<file path="config.mk">
export PLATFORM = sky130hd
export DESIGN_NAME = spfp_mul
export DESIGN_NICKNAME = d
export VERILOG_FILES = /design/src/rtl/spfp_pkg.sv /design/src/rtl/spfp_unpack.sv /design/src/rtl/spfp_round.sv /design/src/rtl/spfp_mul.sv
export SDC_FILE = /design/constraint.sdc
export NUM_CORES = 2
export LEC_CHECK = 0
export BUFFER_PORTS_ARGS = -buffer_cell sky130_fd_sc_hd__clkbuf_2
export CORE_ASPECT_RATIO = 0.8
export CORE_MARGIN = 2
export CORE_UTILIZATION = 50
export DETAILED_ROUTE_END_ITERATION = 12
export PLACE_DENSITY_LB_ADDON = 0.25
export SLEW_MARGIN = 20
export SYNTH_ARGS = -nofsm -noshare
export SYNTH_HDL_FRONTEND = slang
export SYNTH_SLANG_ARGS = --single-unit
</file>
<file path="constraint.sdc">
create_clock -name clk_i -period 13.72 [get_ports clk_i]
set_input_delay 2.058 -clock clk_i [delete_from_list [all_inputs] [get_ports clk_i]]
set_output_delay 2.058 -clock clk_i [all_outputs]
set_load 0.02 [all_outputs]
</file>
<file path="src/rtl/spfp_pkg.sv">
package spfp_pkg;

    typedef enum logic [1:0] {
        RM_NEAR_EVEN = 2'b00,
        RM_TO_ZERO   = 2'b01,
        RM_TO_POS    = 2'b10,
        RM_TO_NEG    = 2'b11
    } rnd_mode_e;

    typedef enum logic [1:0] {
        CL_ZERO,
        CL_NORM,
        CL_INF,
        CL_NAN
    } op_class_e;

    typedef enum logic [1:0] {
        ST_IDLE,
        ST_MULT,
        ST_ROUND,
        ST_EMIT
    } fsm_state_e;

    typedef struct packed {
        logic invalid;
        logic overflow;
        logic underflow;
        logic inexact;
    } exc_flags_t;

endpackage

</file>
<file path="src/rtl/spfp_unpack.sv">
module spfp_unpack
    import spfp_pkg::*;
#(
    parameter int EXP_W  = 8,
    parameter int FRAC_W = 23,
    localparam int WORD_W = 1 + EXP_W + FRAC_W
) (
    input  logic [WORD_W-1:0] word_i,
    output logic              sign_o,
    output logic [EXP_W-1:0]  exp_o,
    output logic [FRAC_W:0]   sig_o,
    output op_class_e         cls_o,
    output logic              snan_o
);

    logic [FRAC_W-1:0] frac;
    logic              exp_ones;
    logic              exp_zero;

    always_comb begin
        frac     = word_i[FRAC_W-1:0];
        exp_o    = word_i[WORD_W-2:FRAC_W];
        sign_o   = word_i[WORD_W-1];
        exp_ones = &exp_o;
        exp_zero = ~|exp_o;
        sig_o    = '0;
        snan_o   = 1'b0;
        if (exp_zero) begin
            cls_o = CL_ZERO;
        end else if (exp_ones) begin
            if (frac == '0) begin
                cls_o = CL_INF;
            end else begin
                cls_o  = CL_NAN;
                snan_o = ~frac[FRAC_W-1];
            end
        end else begin
            cls_o = CL_NORM;
            sig_o = {1'b1, frac};
        end
    end

endmodule

</file>
<file path="src/rtl/spfp_round.sv">
module spfp_round
    import spfp_pkg::*;
#(
    parameter int EXP_W  = 8,
    parameter int FRAC_W = 23,
    localparam int WORD_W = 1 + EXP_W + FRAC_W,
    localparam int SIG_W  = FRAC_W + 1,
    localparam int PROD_W = 2 * SIG_W,
    localparam int ESUM_W = EXP_W + 2
) (
    input  logic              sign_i,
    input  rnd_mode_e         mode_i,
    input  logic [PROD_W-1:0] prod_i,
    input  logic [ESUM_W-1:0] esum_i,
    output logic [WORD_W-1:0] word_o,
    output logic              ovf_o,
    output logic              unf_o,
    output logic              inx_o
);

    localparam int BIAS = (1 << (EXP_W - 1)) - 1;
    localparam int EMAX = (1 << EXP_W) - 1;

    logic              top;
    logic [PROD_W-1:0] norm;
    logic [SIG_W-1:0]  mant;
    logic              grd, rnd, stk, lost, incr, to_inf;
    logic [SIG_W:0]    sum;
    logic              carry;
    logic [FRAC_W-1:0] frac;
    logic [ESUM_W-1:0] ebig;
    logic [ESUM_W-1:0] eout;

    always_comb begin
        top  = prod_i[PROD_W-1];
        norm = top ? prod_i : (prod_i << 1);
        mant = norm[PROD_W-1 -: SIG_W];
        grd  = norm[SIG_W-1];
        rnd  = norm[SIG_W-2];
        stk  = |norm[SIG_W-3:0];
        lost = grd | rnd | stk;

        unique case (mode_i)
            RM_NEAR_EVEN: incr = grd & (rnd | stk | mant[0]);
            RM_TO_ZERO:   incr = 1'b0;
            RM_TO_POS:    incr = lost & ~sign_i;
            RM_TO_NEG:    incr = lost & sign_i;
            default:      incr = 1'b0;
        endcase

        unique case (mode_i)
            RM_NEAR_EVEN: to_inf = 1'b1;
            RM_TO_ZERO:   to_inf = 1'b0;
            RM_TO_POS:    to_inf = ~sign_i;
            RM_TO_NEG:    to_inf = sign_i;
            default:      to_inf = 1'b1;
        endcase

        sum   = {1'b0, mant} + {{SIG_W{1'b0}}, incr};
        carry = sum[SIG_W];
        frac  = carry ? '0 : sum[FRAC_W-1:0];
        ebig  = esum_i + {{(ESUM_W-1){1'b0}}, top} + {{(ESUM_W-1){1'b0}}, carry};
        eout  = ebig - ESUM_W'(BIAS);

        ovf_o = 1'b0;
        unf_o = 1'b0;
        inx_o = lost;
        if (ebig <= ESUM_W'(BIAS)) begin
            unf_o  = 1'b1;
            inx_o  = 1'b1;
            word_o = {sign_i, {(WORD_W-1){1'b0}}};
        end else if (ebig >= ESUM_W'(EMAX + BIAS)) begin
            ovf_o = 1'b1;
            inx_o = 1'b1;
            if (to_inf) begin
                word_o = {sign_i, {EXP_W{1'b1}}, {FRAC_W{1'b0}}};
            end else begin
                word_o = {sign_i, EXP_W'(EMAX - 1), {FRAC_W{1'b1}}};
            end
        end else begin
            word_o = {sign_i, eout[EXP_W-1:0], frac};
        end
    end

endmodule

</file>
<file path="src/rtl/spfp_mul.sv">
module spfp_mul
    import spfp_pkg::*;
#(
    parameter int EXP_W  = 8,
    parameter int FRAC_W = 23,
    localparam int WORD_W = 1 + EXP_W + FRAC_W,
    localparam int SIG_W  = FRAC_W + 1,
    localparam int PROD_W = 2 * SIG_W,
    localparam int ESUM_W = EXP_W + 2
) (
    input  logic              clk_i,
    input  logic              rst_ni,
    input  logic              in_valid_i,
    output logic              in_ready_o,
    input  logic [WORD_W-1:0] opa_i,
    input  logic [WORD_W-1:0] opb_i,
    input  logic [1:0]        rmode_i,
    output logic              out_valid_o,
    output logic [WORD_W-1:0] result_o,
    output logic [3:0]        flags_o
);

    localparam logic [WORD_W-1:0] QNAN = {1'b0, {EXP_W{1'b1}}, 1'b1, {(FRAC_W-1){1'b0}}};
    localparam int NOPS = 2;

    fsm_state_e state_q, state_d;

    logic [NOPS-1:0][WORD_W-1:0] ops_q;
    rnd_mode_e                   mode_q;

    logic             sgn_u  [NOPS];
    logic [EXP_W-1:0] exp_u  [NOPS];
    logic [FRAC_W:0]  sig_u  [NOPS];
    op_class_e        cls_u  [NOPS];
    logic             snan_u [NOPS];

    // Operand decoders, one per operand
    for (genvar g = 0; g < NOPS; g++) begin : g_unpack
        spfp_unpack #(.EXP_W(EXP_W), .FRAC_W(FRAC_W)) u_unpack (
            .word_i (ops_q[g]),
            .sign_o (sgn_u[g]),
            .exp_o  (exp_u[g]),
            .sig_o  (sig_u[g]),
            .cls_o  (cls_u[g]),
            .snan_o (snan_u[g])
        );
    end

    // Special-case resolution in ST_MULT
    logic              res_sign;
    logic              any_nan, any_inf, any_zero, zero_inf;
    logic              spc_d;
    logic [WORD_W-1:0] spw_d;
    logic              spinv_d;
    logic [PROD_W-1:0] prod_d;
    logic [ESUM_W-1:0] esum_d;

    always_comb begin
        res_sign = sgn_u[0] ^ sgn_u[1];
        any_nan  = (cls_u[0] == CL_NAN)  || (cls_u[1] == CL_NAN);
        any_inf  = (cls_u[0] == CL_INF)  || (cls_u[1] == CL_INF);
        any_zero = (cls_u[0] == CL_ZERO) || (cls_u[1] == CL_ZERO);
        zero_inf = any_inf && any_zero;
        spc_d    = any_nan || any_inf || any_zero;
        spinv_d  = zero_inf || snan_u[0] || snan_u[1];
        if (any_nan || zero_inf) begin
            spw_d = QNAN;
        end else if (any_inf) begin
            spw_d = {res_sign, {EXP_W{1'b1}}, {FRAC_W{1'b0}}};
        end else begin
            spw_d = {res_sign, {(WORD_W-1){1'b0}}};
        end
        prod_d = PROD_W'(sig_u[0]) * PROD_W'(sig_u[1]);
        esum_d = ESUM_W'(exp_u[0]) + ESUM_W'(exp_u[1]);
    end

    // Stage registers between ST_MULT and ST_ROUND
    logic              spc_q, spinv_q, sign_q;
    logic [WORD_W-1:0] spw_q;
    logic [PROD_W-1:0] prod_q;
    logic [ESUM_W-1:0] esum_q;

    logic [WORD_W-1:0] rnd_word;
    logic              rnd_ovf, rnd_unf, rnd_inx;

    spfp_round #(.EXP_W(EXP_W), .FRAC_W(FRAC_W)) u_round (
        .sign_i (sign_q),
        .mode_i (mode_q),
        .prod_i (prod_q),
        .esum_i (esum_q),
        .word_o (rnd_word),
        .ovf_o  (rnd_ovf),
        .unf_o  (rnd_unf),
        .inx_o  (rnd_inx)
    );

    logic [WORD_W-1:0] res_q;
    exc_flags_t        flg_q;

    // Next-state logic
    always_comb begin
        state_d = state_q;
        unique case (state_q)
            ST_IDLE:  if (in_valid_i) state_d = ST_MULT;
            ST_MULT:  state_d = ST_ROUND;
            ST_ROUND: state_d = ST_EMIT;
            ST_EMIT:  state_d = ST_IDLE;
            default:  state_d = ST_IDLE;
        endcase
    end

    // State register
    always_ff @(posedge clk_i or negedge rst_ni) begin
        if (!rst_ni) begin
            state_q <= ST_IDLE;
        end else begin
            state_q <= state_d;
        end
    end

    // Handshake outputs
    always_comb begin
        in_ready_o  = (state_q == ST_IDLE);
        out_valid_o = (state_q == ST_EMIT);
        result_o    = res_q;
        flags_o     = flg_q;
    end

    // Datapath registers
    always_ff @(posedge clk_i or negedge rst_ni) begin
        if (!rst_ni) begin
            ops_q   <= '0;
            mode_q  <= RM_NEAR_EVEN;
            spc_q   <= 1'b0;
            spinv_q <= 1'b0;
            sign_q  <= 1'b0;
            spw_q   <= '0;
            prod_q  <= '0;
            esum_q  <= '0;
            res_q   <= '0;
            flg_q   <= '0;
        end else begin
            unique case (state_q)
                ST_IDLE: begin
                    if (in_valid_i) begin
                        ops_q[0] <= opa_i;
                        ops_q[1] <= opb_i;
                        mode_q   <= rnd_mode_e'(rmode_i);
                    end
                end
                ST_MULT: begin
                    spc_q   <= spc_d;
                    spinv_q <= spinv_d;
                    spw_q   <= spw_d;
                    sign_q  <= res_sign;
                    prod_q  <= prod_d;
                    esum_q  <= esum_d;
                end
                ST_ROUND: begin
                    if (spc_q) begin
                        res_q <= spw_q;
                        flg_q <= '{invalid: spinv_q, overflow: 1'b0, underflow: 1'b0, inexact: 1'b0};
                    end else begin
                        res_q <= rnd_word;
                        flg_q <= '{invalid: 1'b0, overflow: rnd_ovf, underflow: rnd_unf, inexact: rnd_inx};
                    end
                end
                default: ;
            endcase
        end
    end

    // busy and emit never overlap with readiness
    a_r4_ready_excl: assert property (@(posedge clk_i) disable iff (!rst_ni)
        out_valid_o |-> !in_ready_o);

    // result is a single-cycle pulse
    a_r4_out_pulse: assert property (@(posedge clk_i) disable iff (!rst_ni)
        out_valid_o |=> !out_valid_o);

    // fixed latency from acceptance to result
    a_r4_latency: assert property (@(posedge clk_i) disable iff (!rst_ni)
        (in_valid_i && in_ready_o) |-> ##3 out_valid_o);

    // non-NaN results carry the XOR of the accepted operand signs
    a_r3_sign_xor: assert property (@(posedge clk_i) disable iff (!rst_ni)
        (out_valid_o && !((&result_o[WORD_W-2:FRAC_W]) && (result_o[FRAC_W-1:0] != '0)))
        |-> (result_o[WORD_W-1] == (ops_q[0][WORD_W-1] ^ ops_q[1][WORD_W-1])));

    // invalid always comes with the quiet NaN and no other flag
    a_r6_invalid_nan: assert property (@(posedge clk_i) disable iff (!rst_ni)
        (out_valid_o && flags_o[3]) |-> (result_o == QNAN && flags_o[2:0] == 3'b000));

    // overflow always reports inexact and never underflow
    a_r9_ovf_flags: assert property (@(posedge clk_i) disable iff (!rst_ni)
        (out_valid_o && flags_o[2]) |-> (flags_o[0] && !flags_o[1]));

    // underflow leaves a signed zero
    a_r10_unf_zero: assert property (@(posedge clk_i) disable iff (!rst_ni)
        (out_valid_o && flags_o[1]) |-> (result_o[WORD_W-2:0] == '0 && flags_o[0]));

endmodule

</file>
Yosys cells after proc, flatten, opt, wreduce, memory -nomap -nowiden:

Index checks and enable logic that the tools add are counted.

* bits in registers: 197
* bits in latches: 0
* memory bits (writable): 0
* ROM bits: 0
* input port bits: 69
* logic and storage cells: 100
* memories: 0

* add/subtract/negate cells: 5
* multiply operators: 1
* div/mod/pow operators: 0
* magnitude comparators: 2
* equal/unequal tests: 11
* shift-type cells: 0
* mux-type cells: 34
* bitwise logic cells: 11
* reductions and logical operators: 21

Operators by type and width (count)
* 2-to-1 mux 24 bit: 5
* 2-to-1 mux 31 bit: 3
* 2-to-1 mux 32 bit: 2
* multiplier 24 x 24 -> 48 bit: 1
* 2-to-1 mux 48 bit: 1
* zero test 23 bit: 2
* adder 24 x 1 -> 25 bit: 1
* 2-to-1 mux 23 bit: 1
* OR reduction 22 bit: 1
* adder 10 x 1 -> 10 bit: 2
* == test 2 bit, second input constant: 8
* AND reduction 8 bit: 2
* OR reduction 8 bit: 2
* 2-to-1 mux 1 bit: 13
* >= comparator 10 x 9 -> 1 bit, second input constant: 1
* <= comparator 10 x 7 -> 1 bit, second input constant: 1
* 2-to-1 mux 2 bit: 5
* adder 8 x 8 -> 9 bit: 1
* zero test 2 bit: 4
* logical OR 1 bit: 8
* case mux 1 bit (4 select lines): 2
* case mux 2 bit (4 select lines): 1
* subtractor 8 x 7 -> 8 bit, second input constant: 1
* == test 2 x 1 -> 1 bit, second input constant: 2
* 8 further kinds: 15

Logic depth before layout (Yosys ltp):

* word-level depth: 12
* depth in mapped cells: 33

By module:

From an unflattened synthesis, not the netlist that was laid out.

* cell total of the unflattened synthesis: 3144
* area total of the unflattened synthesis: 28737.6 um2

By module, submodules not included
* spfp_mul: instances 1, cells each 2747, area an instance 25888.6 um2
* spfp_round: instances 1, cells each 291, area an instance 2055.7 um2
* spfp_unpack: instances 2, cells each 53, area an instance 396.6 um2

Worst setup path after synthesis:

OpenSTA, ideal clock, no wires.

* kind: register to register
* start: register ops_q[56] in the netlist's numbering
* end: register prod_q[42]
* library setup time: 0.126 ns
* arrival: 7.592 ns
* required time: 13.594 ns
* slack: 6.001 ns
* stages on the path, launching flop included: 31
* path buffers: 3
* period minus slack after synthesis: 7.719 ns
* cell sequence: dfrtp_1 > nand4_1 > or2_2 > nand2_1 > nor2_1 > clkbuf_1 > clkbuf_1 > and2_1 > clkbuf_1 > nand2_1 > fa_1 > inv_1 > fa_1 > inv_1 > fa_1 > inv_1 > fa_1 > fa_1 > fa_1 > inv_1 > fa_1 > inv_1 > ha_1 > nand4_1 > or3_1 > o21ba_2 > a211oi_4 > a211oi_2 > o31ai_4 > a211oi_1 > a311o_1

* longest elaborated chain between the ends: 4
* elaborated cells on any way between the ends: 5
* those cells by class: mul (1); mux (2); reduce/logical (2)

RTL lines
* from (decl): RTL line spfp_mul.sv:28 `logic [NOPS-1:0][WORD_W-1:0] ops_q;`
* AND reduction 8 bit: RTL line spfp_unpack.sv:24 `exp_ones = &exp_o;`
* 2-to-1 mux 24 bit: RTL line spfp_unpack.sv:30 `end else if (exp_ones) begin`
* 2-to-1 mux 24 bit *: RTL line spfp_unpack.sv:28 `if (exp_zero) begin`
* multiplier 24 x 24 -> 48 bit *: RTL line spfp_mul.sv:73 `prod_d = PROD_W'(sig_u[0]) * PROD_W'(sig_u[1]);`
* to (signal assigned): RTL line spfp_mul.sv:156 `prod_q <= prod_d;`
* to (decl): RTL line spfp_mul.sv:80 `logic [PROD_W-1:0] prod_q;`

Mark *: on every way between the ends. The rest lies on a longest branch, timed or not.
A chain may end at the register's enable or synchronous reset.

Worst setup path after layout:

Ends and elaborated chain as after synthesis.

==> results.cfg <==
[clock_tree]
cts_resized = 0
cts_buffers = 17
clk_pin_slew_worst_paths_ns = 0.07
cts_hold_buffers = 0
cts_setup_buffers = 0
root_buffer = clkbuf_16
cts_sinks = 167
clockBufferDepth = 2
cts-htree-levels = 4
cts_tree = done
clk_latency_ns = 0.48

[logic_synthesis]
synth-adder-area-share = 0.439
ys.flop_type = dfrtp_1
synth_cell_types = 73
synth-xor-area-share = 0.0261
syn-num-nets = 3731
ys_seq_area_frac = 0.152
synth_mux_area_frac = 0.0495
synthSimpleGateAreaFrac = 0.162
synth_area_per_cell_um2 = 9.22
synth_top_family_by_area = adder cells
netlist_area_um2 = 27500
syn_inst = 2987
synth-async-reset-ratio = 1.00
synth_seq_cells = 167
synth_edf_count = 0
synth-compound-area-share = 0.0657
yosys_warnings = 0

[final_layout]
regArea_um2 = 4180
layout.nets = 3696
drive_above_1_share = 0.103
nFillCells = 4877
multi_input_area_um2 = 20400
area_growth_pct = 5.80
design_area_um2 = 29100

[die]
fp.dieW_um = 266
design.die.area_um2 = 57000
pin_count = 107
std_cell_rows = 76
die_h_um = 214
initial_core_util = 0.509
core-area_um2 = 54100

[timing]
maxSlewViolCount = 0
clock.fmax_mhz = 104
fin_tns_setup_ns = 0
rsz0062_at_grt = false
worstMarginPinSlew_ns = 1.22
finalHoldViolCount = 0
relSlewSlack = 0.187
setup_viol = 0
skew_ns = 0.0240
post-route-period-util = 0.701
period_minus_slack_ns = 9.62
whs_ns = 0.487

[route]
vias = 21400
wirelength_mm = 79.0
routedWlPerCell_um = 21.5
drt_iter0_markers = 1833
antenna_left = 0
drc = 0
firstDrtPassIters = 5
viasPerCell = 5.84

[global_route]
grtUsageTotal = 0.292
globalRouteOverflowTotal = 0
grt_pass1_vias = 22900
grt_max_degree = 228
antenna_found_initial = 1
grt_pass1_wl_mm = 127

[place]
port_buffers = 106
placed_area_um2 = 28500
dp_hpwl_mm = 59.1
gp_congestion = 0.916

[worst_setup_path]
critPathMaxFanout = 227
cp-end-kind = flip-flop
required_ns = 14.12
cp.arrival_ns = 10.02
critPathKind = reg -> reg
cp-start-kind = flip-flop

[hold_path]
hold_path_class = reg -> reg

[run_status]
status = finished clean

[run]
drv_cap = 0
-- cell type report --
cell class                 count  share of cell area
clock inverter                14             0.00640
tap                          702              0.0302
timing repair buffer         143              0.0285
inverter                     582              0.0750
clock buffer                  18              0.0147
sequential                   167               0.144
multi-input combinational   2041               0.701
antenna                        1           0.0000859
-- through the flow --
stage                     setup slack, ns  cells  utilization
after floorplan                      6.00   2987            -
after global placement               4.68   3635        0.527
after detailed placement             4.38   3635        0.527
after CTS                            4.32   3667        0.538
after global routing                 3.72   3667        0.538
final                                4.10   3668        0.538
-- path summary, 6_finish.rpt --
kind	cells after the start	slack, ns	start	end
max in group asynchronous	2	10.74	rst_ni	ops_q[48]$_DFFE_PN0P_
worst max register to register	27	4.10	ops_q[56]$_DFFE_PN0P_	prod_q[42]$_DFFE_PN0N_
worst min register to register	1	0.49	result_o[18]$_DFFE_PN0P_	result_o[18]$_DFFE_PN0P_
min in group asynchronous	1	1.69	rst_ni	ops_q[30]$_DFFE_PN0P_
worst max-delay path	27	4.10	ops_q[56]$_DFFE_PN0P_	prod_q[42]$_DFFE_PN0N_
worst min-delay path	1	0.49	result_o[18]$_DFFE_PN0P_	result_o[18]$_DFFE_PN0P_
-- routing by layer --
layer / part of all wire / global-route usage
met3: 0.085 / 0.0537
met4: 0.035 / 0.100
met2: 0.46 / 0.467
met5: 0 / 0
met1: 0.42 / 0.404
-- Yosys cell counts (5+ instances only) --
library cell  instances  area [um2]
mux2_2              106        1190
a211oi_1             12        90.1
o211ai_1              5        37.5
and2_1               44         275
a21o_1               22         165
o21a_1                5        37.5
nand2_1             378        1420
a31oi_1              10        62.6
xor2_1               38         333
or3_1                 6        37.5
buf_2                 7        35.0
mux2i_1              17         170
inv_1               581        2180
dfrtp_1             167        4180
o21bai_1              9        67.6
nor2b_1               5        31.3
and3_1              266        1660
a221o_1               6        60.1
nand4_1              24         150
ha_1                191        2390
o221ai_1              5        43.8
clkbuf_1            182         683
nand3_1              45         225
fa_1                484        9690
nor2_1               63         236
nor4_1               22         138
buf_1                 7        26.3
xnor2_1              44         385
nand2b_1              8        50.1
o21ai_0              43         215
o2bb2ai_1            20         175
a21oi_1              89         445
nor3_1               16        80.1
-- worst max-delay path: stages, from the launching register on --
cell	delay [ns]
dfrtp_1	0.43
nand4_1	0.12
or2_2	0.15
nand2_1	0.12
nor2_4	0.13
buf_12	0.39
buf_4	0.67
and2_1	0.79
nand2_1	0.18
fa_1	0.56
inv_1	0.05
fa_1	0.48
inv_1	0.06
fa_1	0.50
fa_1	0.55
inv_1	0.06
fa_1	0.56
fa_1	0.43
fa_1	0.51
ha_1	0.40
a21oi_1	0.22
o21ai_0	0.22
a31oi_1	0.37
o22ai_1	0.17
a211oi_2	0.56
o31ai_4	0.17
a211oi_1	0.29
a311o_1	0.16
-- state kept, by name, indices dropped and copies added (netlist names) --
name	flops
spc_q	1
ops_q	64
result_o	32
flags_o	4
sign_q	1
esum_q	9
state_q	2
mode_q	2
prod_q	48
spw_q	3
spinv_q	1
-- cells by family (layout without fill, tap and decap cells) --
group	Yosys count	count (layout)
adder cells (fa/ha/maj)	675	675
multiplexers	123	123
AO/OA/AOI/OAI	268	268
buffers and inverters	779	757
flip-flops	167	167
XOR/XNOR	82	82
other	0	1
AND/OR/NAND/NOR	893	893
-- cell usage in the layout (no fill, tap or decap), drive strengths merged, types with 14 or more instances in the layout --
cell and n:
and3 267, nand4 24, nand2 379, a21oi 89, a211oi 14, mux2 106, inv 587, nor2 63
mux2i 17, a21o 22, o2bb2ai 20, and2 46, ha 191, xor2 38, nor4 22, nor3 17
o21ai 45, nand3 45, buf 38, xnor2 44, clkbuf 123, fa 484, dfrtp 167
Power is not shown: default switching activity piles up to over one toggle a cycle in this logic, so the estimate is an artifact.
